`config.mk`:
```
export PLATFORM = sky130hd
export DESIGN_NAME = alarm_irq_bank
export DESIGN_NICKNAME = d
export VERILOG_FILES = /design/src/rtl/alm_bank_pkg.sv /design/src/rtl/alm_ctrl_reg.sv /design/src/rtl/alm_event_latch.sv /design/src/rtl/alm_read_mux.sv /design/src/rtl/alarm_irq_bank.sv
export SDC_FILE = /design/constraint.sdc
export NUM_CORES = 1
export LEC_CHECK = 0
export BUFFER_PORTS_ARGS = -buffer_cell sky130_fd_sc_hd__buf_2
export CAP_MARGIN = 15
export CORE_MARGIN = 2
export CORE_UTILIZATION = 51
export CTS_CLUSTER_DIAMETER = 80
export CTS_CLUSTER_SIZE = 40
export DETAILED_ROUTE_END_ITERATION = 10
export GPL_TIMING_DRIVEN = 0
export PLACE_DENSITY = 0.77
export SETUP_SLACK_MARGIN = 0.5
export SLEW_MARGIN = 20
export SYNTH_ARGS = -nofsm -noshare
export SYNTH_HDL_FRONTEND = slang
export SYNTH_HIERARCHICAL = 1
export SYNTH_SLANG_ARGS = --single-unit
```
`constraint.sdc`:
```
create_clock -name clk -period 2.6 [get_ports clk]
set_input_delay 0.39 -clock clk [delete_from_list [all_inputs] [get_ports clk]]
set_output_delay 0.39 -clock clk [all_outputs]
set_load 0.01 [all_outputs]
```
`src/rtl/alm_bank_pkg.sv`:
```
package alm_bank_pkg;

    localparam int NCH = 4;
    localparam int DW  = 8;
    localparam int AW  = 8;

    localparam logic [AW-1:0] ADDR_LOOP  = 8'h02;
    localparam logic [AW-1:0] ADDR_ONES  = 8'h03;
    localparam logic [AW-1:0] ADDR_LOS   = 8'h04;
    localparam logic [AW-1:0] ADDR_SHORT = 8'h05;
    localparam logic [AW-1:0] ADDR_LOSIE = 8'h06;
    localparam logic [AW-1:0] ADDR_SHIE  = 8'h07;

    // indices of the writable mask slices
    localparam int CTL_LOOP  = 0;
    localparam int CTL_ONES  = 1;
    localparam int CTL_LOSIE = 2;
    localparam int CTL_SHIE  = 3;
    localparam int NCTL      = 4;

    typedef enum logic [2:0] {
        SEL_NONE,
        SEL_LOOP,
        SEL_ONES,
        SEL_LOS,
        SEL_SHORT,
        SEL_LOSIE,
        SEL_SHIE
    } reg_sel_e;

    typedef struct packed {
        logic [NCH-1:0] los;
        logic [NCH-1:0] shrt;
    } alarm_vec_t;

    function automatic reg_sel_e decode_addr(input logic [AW-1:0] a);
        reg_sel_e s;
        case (a)
            ADDR_LOOP:  s = SEL_LOOP;
            ADDR_ONES:  s = SEL_ONES;
            ADDR_LOS:   s = SEL_LOS;
            ADDR_SHORT: s = SEL_SHORT;
            ADDR_LOSIE: s = SEL_LOSIE;
            ADDR_SHIE:  s = SEL_SHIE;
            default:    s = SEL_NONE;
        endcase
        return s;
    endfunction

    function automatic logic [DW-1:0] zext(input logic [NCH-1:0] v);
        return {{(DW-NCH){1'b0}}, v};
    endfunction

endpackage

```
`src/rtl/alm_ctrl_reg.sv`:
```
module alm_ctrl_reg #(
    parameter int W = 4
) (
    input  logic         clk,
    input  logic         rst,
    input  logic         we,
    input  logic [W-1:0] d,
    output logic [W-1:0] q
);
    always_ff @(posedge clk) begin
        if (rst)
            q <= '0;
        else if (we)
            q <= d;
    end
endmodule

```
`src/rtl/alm_event_latch.sv`:
```
module alm_event_latch #(
    parameter int W        = 4,
    parameter bit ANY_EDGE = 1'b1
) (
    input  logic         clk,
    input  logic         rst,
    input  logic [W-1:0] lvl,
    input  logic         clr,
    output logic [W-1:0] status
);
    logic [W-1:0] lvl_q;
    logic [W-1:0] evt;

    generate
        if (ANY_EDGE) begin : g_change
            assign evt = lvl ^ lvl_q;
        end else begin : g_onset
            assign evt = lvl & ~lvl_q;
        end
    endgenerate

    always_ff @(posedge clk) begin
        if (rst) begin
            lvl_q  <= '0;
            status <= '0;
        end else begin
            lvl_q  <= lvl;
            // a new event outranks the clear so it is never dropped
            status <= (clr ? '0 : status) | evt;
        end
    end
endmodule

```
`src/rtl/alm_read_mux.sv`:
```
module alm_read_mux
    import alm_bank_pkg::*;
(
    input  logic           rd,
    input  reg_sel_e       sel,
    input  logic [NCH-1:0] loop_q,
    input  logic [NCH-1:0] ones_q,
    input  alarm_vec_t     st,
    input  alarm_vec_t     ie,
    output logic [DW-1:0]  rdata
);
    always_comb begin
        rdata = '0;
        if (rd) begin
            case (sel)
                SEL_LOOP:  rdata = zext(loop_q);
                SEL_ONES:  rdata = zext(ones_q);
                SEL_LOS:   rdata = zext(st.los);
                SEL_SHORT: rdata = zext(st.shrt);
                SEL_LOSIE: rdata = zext(ie.los);
                SEL_SHIE:  rdata = zext(ie.shrt);
                default:   rdata = '0;
            endcase
        end
    end
endmodule

```
`src/rtl/alarm_irq_bank.sv`:
```
module alarm_irq_bank
    import alm_bank_pkg::*;
(
    input  logic           clk,
    input  logic           rst,
    input  logic [AW-1:0]  bus_addr,
    input  logic [DW-1:0]  bus_wdata,
    input  logic           bus_wr,
    input  logic           bus_rd,
    output logic [DW-1:0]  bus_rdata,
    input  logic [NCH-1:0] los_in,
    input  logic [NCH-1:0] short_in,
    output logic [NCH-1:0] loop_en,
    output logic [NCH-1:0] ones_en,
    output logic           irq
);
    reg_sel_e       sel;
    logic [NCTL-1:0] ctl_we;
    logic [NCH-1:0] ctl_q [NCTL];
    alarm_vec_t     st;
    alarm_vec_t     ie;
    logic [NCH-1:0] los_st;
    logic [NCH-1:0] sh_st;
    logic           unused_wdata_hi;

    assign sel             = decode_addr(bus_addr);
    assign unused_wdata_hi = ^bus_wdata[DW-1:NCH];

    always_comb begin
        ctl_we            = '0;
        ctl_we[CTL_LOOP]  = bus_wr && (sel == SEL_LOOP);
        ctl_we[CTL_ONES]  = bus_wr && (sel == SEL_ONES);
        ctl_we[CTL_LOSIE] = bus_wr && (sel == SEL_LOSIE);
        ctl_we[CTL_SHIE]  = bus_wr && (sel == SEL_SHIE);
    end

    generate
        for (genvar g = 0; g < NCTL; g++) begin : g_ctl
            alm_ctrl_reg #(.W(NCH)) u_reg (
                .clk (clk),
                .rst (rst),
                .we  (ctl_we[g]),
                .d   (bus_wdata[NCH-1:0]),
                .q   (ctl_q[g])
            );
        end
    endgenerate

    assign loop_en = ctl_q[CTL_LOOP];
    assign ones_en = ctl_q[CTL_ONES];
    assign ie.los  = ctl_q[CTL_LOSIE];
    assign ie.shrt = ctl_q[CTL_SHIE];

    alm_event_latch #(.W(NCH), .ANY_EDGE(1'b1)) u_los (
        .clk    (clk),
        .rst    (rst),
        .lvl    (los_in),
        .clr    (bus_rd && (sel == SEL_LOS)),
        .status (los_st)
    );

    alm_event_latch #(.W(NCH), .ANY_EDGE(1'b0)) u_short (
        .clk    (clk),
        .rst    (rst),
        .lvl    (short_in),
        .clr    (bus_rd && (sel == SEL_SHORT)),
        .status (sh_st)
    );

    assign st.los  = los_st;
    assign st.shrt = sh_st;

    alm_read_mux u_rmux (
        .rd     (bus_rd),
        .sel    (sel),
        .loop_q (ctl_q[CTL_LOOP]),
        .ones_q (ctl_q[CTL_ONES]),
        .st     (st),
        .ie     (ie),
        .rdata  (bus_rdata)
    );

    assign irq = |((st.los & ie.los) | (st.shrt & ie.shrt));
endmodule

```
==> flow_summary.ini, run 1 <==
[synthesis]
seq_area_frac_synth_pct = 39.7
synth_cells = 168
synth.avg_cell_area_sq_um = 9.61
synthTopCellsByArea = dfxtp_1, mux2i_1, nand2b_1
yosysWarnings = 6
synthDominantCellAreaShare_pct = 39.7
netlist_area_sq_um = 1610
synthArstFlopShare_pct = 0
yosysTopAreaCell = dfxtp_1
ys.flop_type = dfxtp_1
yosysUniqueCellTypes = 38
synth_seq_cells = 32
synth_edf_count = 0

[route]
vias_per_cell = 5.33
routed_wl_mm = 3.72
drt_first_iter_violations = 81
ant_nets = 0
vias = 1408
wl_per_cell_um = 14.1
drc = 0
drt_pass1_iterations = 4

[status]
status = finished with violations
violations = negative setup slack

[setup_path]
path_max_fanout = 7
path_delay_family = simple AND/OR/NAND/NOR gates
endpoint_kind = output port
critPathMaxStageDelay_ns = 0.52
cp_data_required_time_ns = 2.21
slowest_stage = or4_4
crit_type = in2out
crit_arrival_ns = 2.25
worstSetupStartpointType = primary input
path_cells = buf_6, or4_4, buf_6, a211oi_4, buf_6, mux2_4, a221oi_4, nor3_2, buf_2
cp_common_cell = buf_6
critPathBufInv = 4

[timing]
tightest_slew_ns = 0.739
fin_crit_sh_pct = 101
hold_viol = 0
fin_skew_ns = 0.000615
setup_tns_ns = -0.0900
fin_crit_ns = 2.64
maxSlewViolCount = 0
grt_setup_unrepaired = true
slew_headroom_pct = 50.3
max_freq_mhz = 379
setup_viol_count_final = 3
setup_ws_ns = -0.0361

[place]
gp_congestion = 0.864
post-dp-hpwl_mm = 2.66
io_buffers = 36
placed_area_sq_um = 1900

[die]
die_h_um = 60.3
dieWidth_um = 60.3
die_area_sq_um = 3630
io_pins = 45
coreArea_sq_um = 3030
initial_utilization_pct = 53.3
rows = 20

[final_layout]
n_fill_cell = 260
layout-drive-gt1-share_pct = 37.3
diodes = 0
synthToLayoutAreaGrowth_pct = 26.4
multiInputGateArea_sq_um = 938
final_nets = 247
register_area_sq_um = 641
final_cell_area_sq_um = 2040

[grt]
antenna_found_initial = 0
grt_max_degree = 33
grt_pass1_wl_mm = 6.00
grt-ovfl-total = 0
grt_usage_pct = 22.8
grt_pass1_vias = 1345

[clock_tree]
cts_made_buffers = 5
cts_num_sinks = 32
clockBufferDepth = 2
clock_latency_ns = 0.33
tritoncts = yes
h-tree-depth = 2
cts-root-buf = clkbuf_4
clk_pin_slew_ns = 0.10

[power]
p_leak_uw = 0.000819
ir_drop_v = 0.000433
p_total_uw = 907
cellPowerDensity_nw_per_um2 = 444

[flow_run]
maxCapViolCount = 0

[hold_path]
hold_class = in2reg
## state kept, by name, indices dropped and copies added, names as in the netlist
name	cells
u_los/lvl_q	4
u_los/status	4
u_short/status	4
u_short/lvl_q	4
g_ctl.u_reg/q	16
## worst register-to-register path, stage by stage (launching register included)
cell and delay, ns:
dfxtp_1 0.32, xnor2_1 0.16, a21oi_1 0.08
## report_power, final
part / switching [uW] / leakage (uW) / internal, uW / total [uW]
Combinational: 47.3 / 0.000519 / 46.8 / 94.1
Clock: 164 / 0.0000380 / 129 / 293
Sequential: 12.7 / 0.000262 / 508 / 520
## per-layer routing
metal / wire [um] / up-vias / GRT usage [%] / part of all wire, %
li1: - / 685 / - / -
met1: 1610 / 650 / 27.5 / 43
met2: 1780 / 60 / 36.0 / 48
met3: 220 / 13 / 7.14 / 5.9
met4: 108 / 0 / 11.7 / 2.9
met5: 0 / - / 0 / 0
## synthesized netlist by cell type (all sizes together), types with 2 or more instances
cell and count:
nand3 4, nand3b 4, o211a 3, xnor2 4, inv 2, nand2b 15
nor2 17, nor2b 9, buf 10, mux2i 21, a221oi 3, mux2 3
nor4 6, clkbuf 4, nand2 2, nor3 4, dfxtp 32, a22oi 4
a211oi 2, a21oi 8
## cells in the final DEF, fill, tap and decap left out, types with 4 or more instances in the layout
master	Yosys	routed
xnor2_1	4	4
nand3b_1	4	4
mux2i_1	21	21
nor2b_1	8	8
clkbuf_4	0	5
clkbuf_2	4	4
buf_6	3	4
dfxtp_1	32	32
buf_4	6	11
conb_1	1	4
a21oi_1	7	7
nor2_1	17	17
a22oi_1	4	4
buf_2	1	35
nor4_1	6	6
nand2b_1	14	14
## layout make-up
type	count	area share [%]
multi-input cells	123	46.0
flip-flops and latches	32	31.4
repair buffers	41	11.0
plain buffers	14	5.58
well taps	44	2.70
clock buffers	6	2.51
clock inverters	2	0.490
inverters	2	0.368
## per-stage QoR
stage	setup slack, ns	cells	util [%]	hold slack (ns)
final	-0.0361	264	67.4	0.290
after CTS	-0.0403	260	66.2	0.273
after global routing	-0.0840	264	67.4	0.262
after floorplan	0.232	171	-	0.452
after detailed placement	-0.151	251	62.7	0.480
after global placement	-0.124	251	62.7	0.470
## cell families after synthesis
family / after synthesis / synth area share, %
buf+inv: 16 / 6.90
other cells: 1 / 0.232
mux: 24 / 15.6
flops: 32 / 39.7
simple gates: 68 / 24.4
xor+xnor: 4 / 2.17
compound gates: 23 / 11.0
## final timing paths
| path | startpoint | to | slack, ns | depth (start not counted) |
|---|---|---|---|---|
| min reg2reg | u_short/lvl_q[1] | u_short/status[1] | 0.49 | 2 |
| max | bus_addr[4] | bus_rdata[0] | -0.04 | 9 |
| max reg2reg | u_los/lvl_q[0] | u_los/status[0] | 1.91 | 2 |
| min | short_in[1] | u_short/lvl_q[1] | 0.29 | 2 |
## timing repair
| action | CTS | global route |
|---|---|---|
| pin swaps | 2 | 2 |
| gates resized for setup | 6 | 1 |
| hold endpoints to repair | 0 | 0 |
| hold buffers | 0 | 0 |
| setup endpoints to repair | 4 | 4 |
| setup buffers | 1 | 4 |
(Power assumes the default switching activity.)
==> inputs of run 2 (changes only) <==
- SETUP_SLACK_MARGIN: 0.5 -> unset
==> flow_summary.ini, run 2 (synthesized netlist as in run 1, its figures left out) <==
[status]
status = completed

[setup_path]
rrSetupSlack_ns = 1.91
worstSetupStartpointType = primary input
r2r_end = g_ctl[1].u_reg/q[1]
path_max_fanout = 7
cp_common_cell = buf_6
path_cells = buf_6, or4_4, a211oi_2, buf_6, mux2_4, a221oi_2, nor3_2, buf_2
cp_data_required_time_ns = 2.21
crit_type = in2out
crit_arrival_ns = 2.19
endpoint_kind = output port
timing.rr.start = g_ctl[1].u_reg/q[1]
slowest_stage = or4_4
reg2regPathDepth = 2
critPathMaxStageDelay_ns = 0.57

[route]
routed_wl_mm = 3.59
vias = 1394
ant_nets = 0
drt_first_iter_violations = 77
drc = 0
wl_per_cell_um = 13.7
drt_pass1_iterations = 4
vias_per_cell = 5.34

[final_layout]
largest_reg_flops = 16
final_common_cell = buf_2
final_nets = 244
multiInputGateArea_sq_um = 903
final_cell_area_sq_um = 1980
synthToLayoutAreaGrowth_pct = 22.6
regMostFlops = g_ctl.u_reg/q
diodes = 0
layout-drive-gt1-share_pct = 35.0
n_fill_cell = 273
register_area_sq_um = 641
final_cell_mix = buf_2, dfxtp_1, mux2i_1
final_cells = 261

[timing]
hold_viol = 0
grt_setup_unrepaired = true
maxSlewViolCount = 0
slew_headroom_pct = 52.0
setup_viol_count_final = 0
fin_crit_ns = 2.58
holdWs_ns = 0.279
fin_crit_sh_pct = 99.1
max_freq_mhz = 388
tightest_slew_ns = 0.714
fin_skew_ns = 0.000736
setup_ws_ns = 0.0246

[power]
clkPwrFrac_pct = 33.2
p_switching_uw = 229
p_leak_uw = 0.000794
p_total_uw = 913
p_sw_share_pct = 25.1
combPwrFrac_pct = 9.9
ir_drop_v = 0.000365
cellPowerDensity_nw_per_um2 = 462
p_int_uw = 684
seqPwrFrac_pct = 56.9

[grt]
grt-ovfl-total = 0
grt_max_degree = 33
grt_pass1_wl_mm = 5.58
antenna_found_initial = 0
grt_usage_pct = 21.1
grt_pass1_vias = 1332

[die]
io_pins = 45
coreArea_sq_um = 3030
die_area_sq_um = 3630
rows = 20
die_h_um = 60.3
initial_utilization_pct = 53.3
dieWidth_um = 60.3

[flow_run]
maxCapViolCount = 0

[clock_tree]
clk_pin_slew_ns = 0.10
cts-root-buf = clkbuf_4
cts_num_sinks = 32
cts_made_buffers = 5
clockBufferDepth = 2
tritoncts = yes
cts-hold-fix-buffers = 0
clock_latency_ns = 0.33
h-tree-depth = 2

[place]
placed_area_sq_um = 1860
dp_worst_setup_slack_ns = -0.126
gp_congestion = 0.901
post-dp-hpwl_mm = 2.68
io_buffers = 36
dp_cells = 251

[hold_path]
worstHoldStart = short_in[3]
worstHoldEndpoint = u_short/lvl_q[3]
hold_class = in2reg
holdPathStages = 2
run 2: changes by cell type in the layout (fill, tap and decap cells not counted), moves of 2 or more:
cell | previous run | this run
buf_4 | 11 | 9
buf_6 | 4 | 2
clkinv_2 | 2 | 0
clkinvlp_4 | 0 | 2
run 2: per-stage QoR:
stage	TNS (ns)	utilization, %
4_1_cts	-0.0129	65.2
3_3_place_gp	-0.442	61.4
2_1_floorplan	0	-
3_5_place_dp	-0.469	61.4
6_report	0	65.3
5_1_grt	-0.0908	65.3
run 2: power by group through the flow:
stage          sequential (uW)  combinational [uW]  clock, uW
2_1_floorplan              527                48.3          0
3_3_place_gp               529                81.8          0
3_5_place_dp               531                85.9          0
4_1_cts                    519                90.0        311
5_1_grt                    521                 101        334
6_report                   520                90.8        303
run 2: final cells by class:
class,count,share of cell area [%]
inverters,2,0.380
plain buffers,13,4.87
well taps,44,2.78
multi-input cells,123,45.7
clock buffers,6,2.59
repair buffers,39,10.6
flip-flops and latches,32,32.4
clock inverters,2,0.759
run 2: timing repair:
action | CTS | global route
setup buffers | 3 | 0
pin swaps | 4 | 3
resized for setup | 7 | 1
setup endpoints to repair | 4 | 4
run 2: metal layers:
| metal | up-vias | global-route usage, % | routed length [um] |
|---|---|---|---|
| met3 | 12 | 5.41 | 202 |
| li1 | 678 | - | - |
| met1 | 655 | 22.8 | 1470 |
| met4 | 0 | 12.1 | 87 |
| met2 | 49 | 36.8 | 1830 |
| met5 | - | 0 | 0 |
run 2: worst max-delay path, delay by kind of cell:
family / cells / cell delay (ns)
mux: 1 / 0.31
simple gates: 2 / 0.63
compound gates: 2 / 0.46
buf+inv: 3 / 0.40
run 2: how the worst max path moves through the flow:
| stage | from | end | cells past startpoint |
|---|---|---|---|
| after global placement | bus_addr[4] | bus_rdata[0] | 10 |
| after floorplan | bus_addr[4] | bus_rdata[0] | 8 |
| after CTS | bus_addr[3] | bus_rdata[1] | 8 |
| final | bus_addr[3] | bus_rdata[1] | 8 |
| after global routing | bus_addr[3] | bus_rdata[1] | 8 |
| after detailed placement | bus_addr[4] | bus_rdata[0] | 9 |
